### config.mk
export PLATFORM = sky130hd
export DESIGN_NAME = hb_ocp_ctrl
export DESIGN_NICKNAME = d
export VERILOG_FILES = /design/src/rtl/hb_ocp_pkg.sv /design/src/rtl/hb_edge_sync.sv /design/src/rtl/hb_short_cnt.sv /design/src/rtl/hb_bridge_fsm.sv /design/src/rtl/hb_ocp_ctrl.sv
export SDC_FILE = /design/constraint.sdc
export NUM_CORES = 1
export LEC_CHECK = 0
export ABC_AREA = 0
export BUFFER_PORTS_ARGS = -buffer_cell sky130_fd_sc_hd__buf_2
export CORE_MARGIN = 2
export CORE_UTILIZATION = 58
export DETAILED_ROUTE_END_ITERATION = 12
export GPL_TIMING_DRIVEN = 0
export PLACE_DENSITY = 0.79
export REMOVE_ABC_BUFFERS = 1
export SLEW_MARGIN = 30
export SYNTH_ARGS = -nofsm -noshare
export SYNTH_HDL_FRONTEND = slang
export SYNTH_SLANG_ARGS = --single-unit
### constraint.sdc
create_clock -name clk_i -period 1.87 [get_ports clk_i]
set_input_delay 0.187 -clock clk_i [delete_from_list [all_inputs] [get_ports clk_i]]
set_output_delay 0.187 -clock clk_i [all_outputs]
set_load 0.02 [all_outputs]
### src/rtl/hb_ocp_pkg.sv
package hb_ocp_pkg;
  typedef enum logic [2:0] {
    BR_HOLD,
    BR_NORM,
    BR_LIM_HS,
    BR_LIM_LS,
    BR_WAIT,
    BR_LATCH
  } br_state_e;
endpackage

### src/rtl/hb_edge_sync.sv
module hb_edge_sync #(
  parameter int STAGES = 2
) (
  input  logic clk_i,
  input  logic rst_ni,
  input  logic d_i,
  output logic lvl_o,
  output logic rise_o,
  output logic tog_o
);
  logic [STAGES-1:0] sync_q;
  logic              prev_q;

  always_ff @(posedge clk_i or negedge rst_ni) begin
    if (!rst_ni) begin
      sync_q <= '0;
      prev_q <= 1'b0;
    end else begin
      sync_q <= {sync_q[STAGES-2:0], d_i};
      prev_q <= sync_q[STAGES-1];
    end
  end

  assign lvl_o  = sync_q[STAGES-1];
  assign rise_o = sync_q[STAGES-1] & ~prev_q;
  assign tog_o  = sync_q[STAGES-1] ^ prev_q;
endmodule

### src/rtl/hb_short_cnt.sv
module hb_short_cnt #(
  parameter int CYCLES = 4
) (
  input  logic clk_i,
  input  logic rst_ni,
  input  logic clr_i,
  input  logic oc_i,
  input  logic cyc_i,
  output logic trip_o
);
  localparam int CW = $clog2(CYCLES + 1);
  localparam logic [CW-1:0] LAST = CW'(CYCLES - 1);

  logic [CW-1:0] cnt_q;
  logic          seen_q;
  logic          hit;

  assign hit    = seen_q | oc_i;
  assign trip_o = cyc_i & hit & (cnt_q == LAST);

  always_ff @(posedge clk_i or negedge rst_ni) begin
    if (!rst_ni) begin
      cnt_q  <= '0;
      seen_q <= 1'b0;
    end else if (clr_i) begin
      cnt_q  <= '0;
      seen_q <= 1'b0;
    end else if (cyc_i) begin
      seen_q <= 1'b0;
      if (!hit) cnt_q <= '0;
      else if (cnt_q != LAST) cnt_q <= cnt_q + 1'b1;
    end else begin
      seen_q <= hit;
    end
  end
endmodule

### src/rtl/hb_bridge_fsm.sv
module hb_bridge_fsm
  import hb_ocp_pkg::*;
(
  input  logic clk_i,
  input  logic rst_ni,
  input  logic pair_ok_i,
  input  logic latch_mode_i,
  input  logic oc_hs_i,
  input  logic oc_ls_i,
  input  logic pwm_lvl_i,
  input  logic rise_i,
  input  logic tog_i,
  input  logic trip_i,
  output logic hs_o,
  output logic ls_o,
  output logic latched_o
);
  br_state_e state_q, state_d;
  logic      oc_any;

  assign oc_any = oc_hs_i | oc_ls_i;

  always_comb begin
    state_d = state_q;
    if (!pair_ok_i) begin
      state_d = (state_q == BR_LATCH && oc_any) ? BR_LATCH : BR_HOLD;
    end else if (state_q != BR_LATCH) begin
      if (trip_i)                    state_d = BR_LATCH;
      else if (latch_mode_i && oc_any) state_d = BR_LATCH;
      else if (oc_ls_i)              state_d = BR_LIM_LS;
      else if (oc_hs_i)              state_d = BR_LIM_HS;
      else begin
        unique case (state_q)
          BR_HOLD:              state_d = BR_NORM;
          BR_LIM_HS, BR_LIM_LS: state_d = rise_i ? BR_NORM : BR_WAIT;
          BR_WAIT:              state_d = tog_i ? BR_NORM : BR_WAIT;
          default:              state_d = state_q;
        endcase
      end
    end
  end

  always_ff @(posedge clk_i or negedge rst_ni) begin
    if (!rst_ni) state_q <= BR_HOLD;
    else         state_q <= state_d;
  end

  always_comb begin
    hs_o = 1'b0;
    ls_o = 1'b0;
    unique case (state_q)
      BR_NORM: begin
        hs_o = pwm_lvl_i;
        ls_o = ~pwm_lvl_i;
      end
      BR_LIM_HS: ls_o = 1'b1;
      default: ;
    endcase
  end

  assign latched_o = (state_q == BR_LATCH);
endmodule

### src/rtl/hb_ocp_ctrl.sv
module hb_ocp_ctrl #(
  parameter int NUM_BR       = 4,
  parameter int BR_PER_PAIR  = 2,
  parameter int SHORT_CYCLES = 4,
  parameter int SYNC_STAGES  = 2
) (
  input  logic                            clk_i,
  input  logic                            rst_ni,
  input  logic                            mode_latch_i,
  input  logic [NUM_BR-1:0]               pwm_i,
  input  logic [NUM_BR-1:0]               oc_hs_i,
  input  logic [NUM_BR-1:0]               oc_ls_i,
  input  logic [NUM_BR/BR_PER_PAIR-1:0]   pair_rst_ni,
  output logic [NUM_BR-1:0]               hs_en_o,
  output logic [NUM_BR-1:0]               ls_en_o,
  output logic                            fault_no
);
  localparam int NUM_PAIR = NUM_BR / BR_PER_PAIR;

  logic [NUM_BR-1:0] latched;

  for (genvar b = 0; b < NUM_BR; b++) begin : g_br
    localparam int P = b / BR_PER_PAIR;
    logic lvl, rise, tog, trip, cnt_clr;

    hb_edge_sync #(.STAGES(SYNC_STAGES)) u_sync (
      .clk_i  (clk_i),
      .rst_ni (rst_ni),
      .d_i    (pwm_i[b]),
      .lvl_o  (lvl),
      .rise_o (rise),
      .tog_o  (tog)
    );

    // count only in limiting mode; shutdown mode latches on its own
    assign cnt_clr = ~pair_rst_ni[P] | latched[b] | mode_latch_i;

    hb_short_cnt #(.CYCLES(SHORT_CYCLES)) u_cnt (
      .clk_i  (clk_i),
      .rst_ni (rst_ni),
      .clr_i  (cnt_clr),
      .oc_i   (oc_hs_i[b] | oc_ls_i[b]),
      .cyc_i  (rise),
      .trip_o (trip)
    );

    hb_bridge_fsm u_fsm (
      .clk_i        (clk_i),
      .rst_ni       (rst_ni),
      .pair_ok_i    (pair_rst_ni[P]),
      .latch_mode_i (mode_latch_i),
      .oc_hs_i      (oc_hs_i[b]),
      .oc_ls_i      (oc_ls_i[b]),
      .pwm_lvl_i    (lvl),
      .rise_i       (rise),
      .tog_i        (tog),
      .trip_i       (trip),
      .hs_o         (hs_en_o[b]),
      .ls_o         (ls_en_o[b]),
      .latched_o    (latched[b])
    );
  end

  if (NUM_PAIR * BR_PER_PAIR != NUM_BR) begin : g_bad_cfg
    initial $error("NUM_BR must be a multiple of BR_PER_PAIR");
  end

  assign fault_no = ~|latched;
endmodule

==> summary.md, run 1 <==
| Metric | Value |
|---|---|
| Fin crit share | 95.4% |
| Max clock buf depth | 2 |
| Fraction of layout cells with a size suffix above 1 | 16.6% |
| CTS root buf | clkbuf_8 |
| Vias in the first global route | 1848 |
| CP max stage cell | dfrtp_1 |
| Max Slew Vio Count | 0 |
| Yosys reg bits | 40 |
| Routability cong. | 0.739 |
| Post-synth ARST share | 100% |
| Status | complete, no violations |
| Clk pin slew, worst setup/hold paths | roughly 0.080 ns |
| Post-Syn Area per Cell | between 9 and 10 um^2 |
| Clock latency on the worst-skew pair | 0.28 ns |
| Crit path time final | 1.78 ns |
| Wirelength per Cell | roughly 13 um |
| Crit path largest cell delay | 0.40 ns |
| Critical path type | flip-flop to flip-flop |
| Final WL | ~4.5 mm |
| Crit. End Element | flip-flop |
| Drt via density | roughly 5.7 |
| DRC errors left | 0 |
| Min Hold Slack | approximately 0.21 ns |
| CTS Buf Count | 5 |
| Reg-to-reg slack, setup | 0.09 ns |
| Hold EP | g_br[3].u_fsm.state_q[0]$_DFFE_PN0P_ |
| Hold Crit Start | oc_ls_i[3] |
| Worst Setup Start Kind | flip-flop |
| # port buffers | 25 |
| Slew headroom | 67.0% |
| CTS tree | yes |
| Rows | 23 |
| Reg-to-reg critical path endpoint | g_br[1].u_fsm.state_q[0]$_DFFE_PN0P_ |
| Tot GR Track Use | roughly 22% |
| Final worst slack | approximately 0.085 ns |
| Cell variety after synth | between 50 and 60 |
| Max cap viols | 0 |
| Placeable Area | around 4000 um^2 |
| Pin count of the biggest net entering global routing | 41 |
| Pre-CTS setup slack | 0.0351 ns |
| Initial antenna violation count | 0 |
| YS warnings | 0 |
| Max rail drop VDD | just over 0.0004 V |
| Worst-Margin Slew | roughly 0.49 ns |
| Critical Path RT | about 2 ns |
| Die area | 4690 um^2 |
| Via count | about 1900 |
| CP Cell Sequence | ha_1 -> ha_2 -> a311oi_4 -> a31oi_1 -> and4b_1 -> o32ai_1 |
| DIE WIDTH | roughly 68 um |
| Drt initial violations | between 90 and 100 |
| Min-delay worst type | input port to flip-flop |
| Post-synth top flop | dfrtp_1 |
| Critical Path AT | 1.97 ns |
| Setup violators final | 0 |
| # IOs | 26 |
| Sequential cell area fraction in the yosys report | between 40 and 50% |
| Leak | roughly 1.2 nW |
| H-tree Lvls | 2 |
| Mapped Area | between 2000 and 2500 um^2 |
| Reg2Reg Depth | 6 |
| Ant diodes | 0 |
| Grt ovf | 0 |
| Post-synth EDFFs | 0 |
| FF-to-FF Start | g_br[1].u_cnt.cnt_q[0]$_DFFE_PN0P_ |
| Crit path max-delay family | compound AO/OA/AOI/OAI gates |
| Die H | slightly below 70 um |
| Setup tns final | 0 ns |
| Hold depth | 3 |
| Initial core utilization | about three fifths |
| Remaining antenna violation count | 0 |
| CTS sink count | 40 |
| Endpoints failing hold | 0 |
| Drt pass-1 iters | 4 |
| Fin nets | 311 |
| Fmax | around 560 MHz |
| Post-DP HPWL | about 3.2 mm |
| Pwr dens | around 760 nW/um^2 |
| Critical path buffer and inverter count | 0 |
| CP Max Fanout | 5 |
| Syn Inst Count | roughly 260 |
| Area Overhead vs Synth | 10.5% |
| Total Power | just over 2 mW |
| Worst-case clock skew | 0.00506 ns |
| Global-route wire length before repair | roughly 8 mm |
==> routing by layer <==
metal  track usage, %  wire length, um  share of wire [%]
met1             25.5             2040                 45
met5                0                0                  0
met2             39.4             2280                 51
met3             5.84              124                2.8
met4             7.50               39               0.87
==> registers in the layout, summed over array words and instances, names as in the netlist <==
name	cells
g_br.u_cnt.seen_q	4
g_br.u_cnt.cnt_q	12
g_br.u_sync.sync_q	8
g_br.u_fsm.state_q	12
g_br.u_sync.prev_q	4
==> where the power goes <==
group | switching [mW] | leakage [nW] | internal, mW
Clock | 0.288 | 0.0455 | 0.301
Sequential | 0.0878 | 0.508 | 0.923
Combinational | 0.247 | 0.646 | 0.189
==> stage by stage <==
stage	instance area [um^2]	cells	util [%]
4_1_cts	2640	331	65.9
2_1_floorplan	2320	244	-
5_1_grt	2670	333	66.7
3_5_place_dp	2500	319	62.6
6_report	2670	333	66.7
3_3_place_gp	2500	319	62.6
==> synth_stat cells (all sizes together), types with 2 or more instances <==
master	number	area share [%]
mux2i	4	1.7
nand4	2	0.52
nor3	10	2.3
clkbuf	3	0.47
a311oi	3	2.8
ha	12	6.2
and4bb	2	1.0
nand3b	3	0.93
a22oi	10	3.1
nand2b	8	2.1
inv	23	3.6
nand3	5	1.0
a31oi	4	1.0
o211ai	2	0.62
nand2	19	3.0
or2	2	0.52
o22ai	3	0.78
a22o	2	0.78
a21oi	17	3.5
a31o	2	0.73
nor2	25	4.0
dfrtp	40	41
nor2b	4	1.0
buf	11	3.5
nor3b	9	3.0
o21ai	13	2.7
==> cell type report <==
cell class              instances  area (um^2)
clock buffers                   8         90.1
fillers                       360         1330
inverters                      23         86.3
multi-input cells             181         1240
flip-flops and latches         40         1000
well taps                      50         62.6
repair buffers                 31          185
==> worst max path at each step <==
stage                                                   from                                    to  slack (ns)  cells past startpoint
final                     g_br[1].u_cnt.cnt_q[0]$_DFFE_PN0P_  g_br[1].u_fsm.state_q[0]$_DFFE_PN0P_        0.09                      6
after global routing      g_br[1].u_cnt.cnt_q[0]$_DFFE_PN0P_  g_br[1].u_fsm.state_q[0]$_DFFE_PN0P_       -0.01                      6
after detailed placement  g_br[0].u_cnt.cnt_q[0]$_DFFE_PN0P_  g_br[0].u_fsm.state_q[2]$_DFFE_PN0P_        0.04                      5
after floorplan           g_br[0].u_cnt.cnt_q[0]$_DFFE_PN0P_  g_br[0].u_fsm.state_q[2]$_DFFE_PN0P_        0.15                      6
after global placement    g_br[3].u_cnt.cnt_q[0]$_DFFE_PN0P_  g_br[3].u_fsm.state_q[0]$_DFFE_PN0P_        0.04                      6
after CTS                 g_br[0].u_cnt.cnt_q[0]$_DFFE_PN0P_  g_br[0].u_fsm.state_q[2]$_DFFE_PN0P_        0.02                      5
==> placed cells by master (no fill, tap or decap), types with 2 or more instances in the layout <==
master,instances
o211ai_1,2
a31oi_1,4
clkbuf_1,2
o22ai_1,3
nand3_1,5
ha_1,10
nor3b_1,8
o21ai_0,6
a311oi_4,2
nor3_1,9
buf_2,24
dfrtp_1,40
ha_2,2
mux2i_1,4
nand2b_1,8
clkbuf_8,6
a22oi_1,10
o21ai_1,6
dlygate4sd3_1,5
a31o_1,2
a21oi_1,17
nor2_1,24
inv_1,23
nor2b_1,3
nand4_1,2
and4bb_2,2
buf_4,2
nand2_1,19
nand3b_1,3
==> repair_timing <==
| item | 4_1_cts | 5_1_grt |
|---|---|---|
| setup endpoints to repair | 0 | 5 |
| hold buffers | 4 | 1 |
| resized for setup | 0 | 4 |
| buffers inserted | 0 | 1 |
| hold endpoints to repair | 4 | 40 |
==> worst min-delay path: stages <==
cell     delay, ns
buf_2         0.13
inv_1         0.06
a41oi_1       0.09
==> logic make-up (layout without fill, tap and decap cells) <==
| kind of cell | Yosys count | after routing | synth area share, % |
|---|---|---|---|
| AND/OR/NAND/NOR | 98 | 98 | 22.6 |
| flip-flops | 40 | 40 | 41.5 |
| adder cells (fa/ha/maj) | 12 | 12 | 6.22 |
| multiplexers | 4 | 4 | 1.66 |
| buffers and inverters | 37 | 62 | 7.52 |
| AO/OA/AOI/OAI | 67 | 67 | 20.5 |
Power figures use the tool's default switching activity.
==> run 2, diff against run 1 <==
--- a/config.mk
+++ b/config.mk
@@ -7,7 +7,7 @@
 export LEC_CHECK = 0
 export ABC_AREA = 0
 export BUFFER_PORTS_ARGS = -buffer_cell sky130_fd_sc_hd__buf_2
-export CORE_MARGIN = 2
+export CORE_ASPECT_RATIO = 1.75
 export CORE_UTILIZATION = 58
 export DETAILED_ROUTE_END_ITERATION = 12
 export GPL_TIMING_DRIVEN = 0
==> run 2 against run 1 <==
Effect of this change:
- non-clock buffer count up 1
- global-route usage up 1.2 points
- first-iteration DRC count down 59%
- total power up 2.1%
- register-to-register slack about the same
==> summary.md, run 2 (synthesis gave the netlist of run 1 again) <==
| Metric | Value |
|---|---|
| # port buffers | 25 (unchanged) |
| GR Layer Usage met2 | 45.2% (+5.8 points) |
| Vias in the first global route | 1897 (+2.7%) |
| Slew headroom | 66.0% (-1.0 points) |
| Max rail drop VDD | 0.000567 V (+38%) |
| Leak | 1.21 nW (+0.66%) |
| Max cap viols | 0 (unchanged) |
| Most frequent cells in the layout | 40 x dfrtp_1, 24 x nor2_1, 24 x buf_2 |
| Placeable Area | 3940 um^2 (-1.5%) |
| Endpoints failing hold | 0 (unchanged) |
| Post-DP HPWL | 3.38 mm (+4.7%) |
| GRT met1 Usage | 22.0% (-3.5 points) |
| CTS root buf | clkbuf_8 |
| Fin nets | 312 (+0.32%) |
| Worst Setup Start Kind | flip-flop |
| RSZ-0062 raised after global routing | false |
| Top Registers | g_br.u_cnt.cnt_q x12, g_br.u_fsm.state_q x12, g_br.u_sync.sync_q x8 |
| Hold EP | g_br[2].u_fsm.state_q[0]$_DFFE_PN0P_ |
| Most common cell after layout, fill and taps aside | dfrtp_1 |
| Reg-to-reg critical path endpoint | g_br[0].u_fsm.state_q[2]$_DFFE_PN0P_ |
| CTS Buf Count | 5 (unchanged) |
| Initial antenna violation count | 0 (unchanged) |
| Fin crit share | 96.2% (+0.80 points) |
| Crit path time final | 1.80 ns (+0.0149 ns) |
| Rows | 30 (+30%) |
| Setup violators final | 0 (unchanged) |
| Min Hold Slack | 0.216 ns (+0.00197 ns) |
| Clock latency on the worst-skew pair | 0.29 ns (about the same) |
| # IOs | 26 (unchanged) |
| Die H | 87.3 um (+27%) |
| CTS tree | yes |
| Area Overhead vs Synth | 10.7% |
| Grt ovf | 0 (unchanged) |
| Status | complete, no violations |
| Hold Crit Start | oc_hs_i[2] |
| Drt pass-1 iters | 4 (unchanged) |
| DRC errors left | 0 (unchanged) |
| Critical path type | flip-flop to flip-flop |
| Ant diodes | 0 (unchanged) |
| Placed insts | 317 (-0.63%) |
| Initial core utilization | 61.2% (+0.90 points) |
| Max Slew Vio Count | 0 (unchanged) |
| FF-to-FF Start | g_br[0].u_cnt.cnt_q[0]$_DFFE_PN0P_ |
| Tot GR Track Use | 23.4% (+1.2 points) |
| Routability cong. | 0.888 (+20%) |
| Final cell count without fillers | 331 (-0.60%) |
| Clk pin slew, worst setup/hold paths | 0.08 ns (about the same) |
| Wirelength per Cell | 14.3 um (+6.4%) |
| Hold depth | 3 (unchanged) |
| Reg2Reg Depth | 6 (unchanged) |
| Reg-to-reg slack, setup | 0.07 ns (about the same) |
| Final WL | 4.74 mm (+5.8%) |
| Die area | 4430 um^2 (-5.5%) |
| Global-route wire length before repair | 7.76 mm (-0.97%) |
| Worst-Margin Slew | 0.510 ns (+0.0151 ns) |
| Critical Path RT | 2.04 ns (-0.02 ns) |
| Pin count of the biggest net entering global routing | 41 (unchanged) |
| Crit. End Element | flip-flop |
| Fmax | 556 MHz (-0.83%) |
| Max clock buf depth | 2 (unchanged) |
| Drt initial violations | 40 (-59%) |
| H-tree Lvls | 2 (unchanged) |
| CP Max Fanout | 6 (+1) |
| Fraction of layout cells with a size suffix above 1 | 16.6% (unchanged) |
| Pwr dens | 778 nW/um^2 (+1.9%) |
| Remaining antenna violation count | 0 (unchanged) |
| Worst-case clock skew | 0.00671 ns (+0.00165 ns) |
| Setup tns final | 0 ns (unchanged) |
| CTS sink count | 40 (unchanged) |
| DIE WIDTH | 50.8 um (-26%) |
| Final worst slack | 0.0705 ns (-0.0149 ns) |
| Pre-CTS setup slack | 0.0146 ns (-0.0204 ns) |
| Critical Path AT | 1.97 ns (about the same) |
| Grt peak-use layer | met2 |
| Drt via density | 6.00 (+4.4%) |
| Via count | 1985 (+3.8%) |
| Met3 Usage GRT | 3.66% (-2.2 points) |
| Min-delay worst type | input port to flip-flop |
## run 2: cell types whose count changed in the layout (fill, tap and decap cells not counted), sizes merged
cell    previous run  this run
buf               26        27
clkbuf             8         7
## run 2: power by group
part / leakage [nW] / internal, mW / switching (mW)
Combinational: 0.649 / 0.188 / 0.254
Sequential: 0.508 / 0.923 / 0.0865
Clock: 0.0503 / 0.329 / 0.298
Total: 1.21 / 1.44 / 0.638
## run 2: how the worst max path moves through the flow
| stage | from | end | slack (ns) | cells past startpoint |
|---|---|---|---|---|
| 3_5_place_dp | g_br[0].u_cnt.cnt_q[0]$_DFFE_PN0P_ | g_br[0].u_fsm.state_q[2]$_DFFE_PN0P_ | 0.01 | 5 |
| 4_1_cts | g_br[0].u_cnt.cnt_q[0]$_DFFE_PN0P_ | g_br[0].u_fsm.state_q[2]$_DFFE_PN0P_ | 0.009 | 5 |
| 5_1_grt | g_br[1].u_fsm.state_q[1]$_DFFE_PN0P_ | fault_no | 0.008 | 4 |
| 6_report | g_br[0].u_cnt.cnt_q[0]$_DFFE_PN0P_ | g_br[0].u_fsm.state_q[2]$_DFFE_PN0P_ | 0.07 | 6 |
| 2_1_floorplan | g_br[0].u_cnt.cnt_q[0]$_DFFE_PN0P_ | g_br[0].u_fsm.state_q[2]$_DFFE_PN0P_ | 0.15 | 6 |
| 3_3_place_gp | g_br[0].u_cnt.cnt_q[0]$_DFFE_PN0P_ | g_br[0].u_fsm.state_q[2]$_DFFE_PN0P_ | 0.04 | 5 |
## run 2: final cells by class
class	count	area [um^2]
fill	341	1270
timing repair buffer	32	193
clock buffer	7	96.3
sequential	40	1000
tap	48	60.1
inverter	23	86.3
multi-input combinational	181	1230
## run 2: what timing repair did
item,in CTS,in global routing
hold buffers,4,1
setup endpoints to repair,0,3
endpoints found under the hold margin,4,40
buffers inserted,0,2
resized for setup,0,2
## run 2: critical path, cell delays in order, from the launching register on
cell	delay, ns
dfrtp_1	0.40
ha_1	0.21
ha_2	0.21
and2_0	0.20
o311ai_2	0.22
a21oi_1	0.07
or3_1	0.37
## run 2: layer usage
metal | wire, um | up-vias
met3 | 152 | 13
met2 | 2710 | 51
met4 | 127 | 0
met5 | 0 | -
li1 | - | 969
met1 | 1750 | 952
## run 2: stage by stage
stage	utilization [%]	power (mW)	cell area [um^2]
after CTS	67.0	2.09	2640
after floorplan	-	1.30	2320
after global placement	63.5	1.44	2500
after detailed placement	63.5	1.45	2500
final	67.8	2.08	2670
after global routing	67.8	2.18	2670
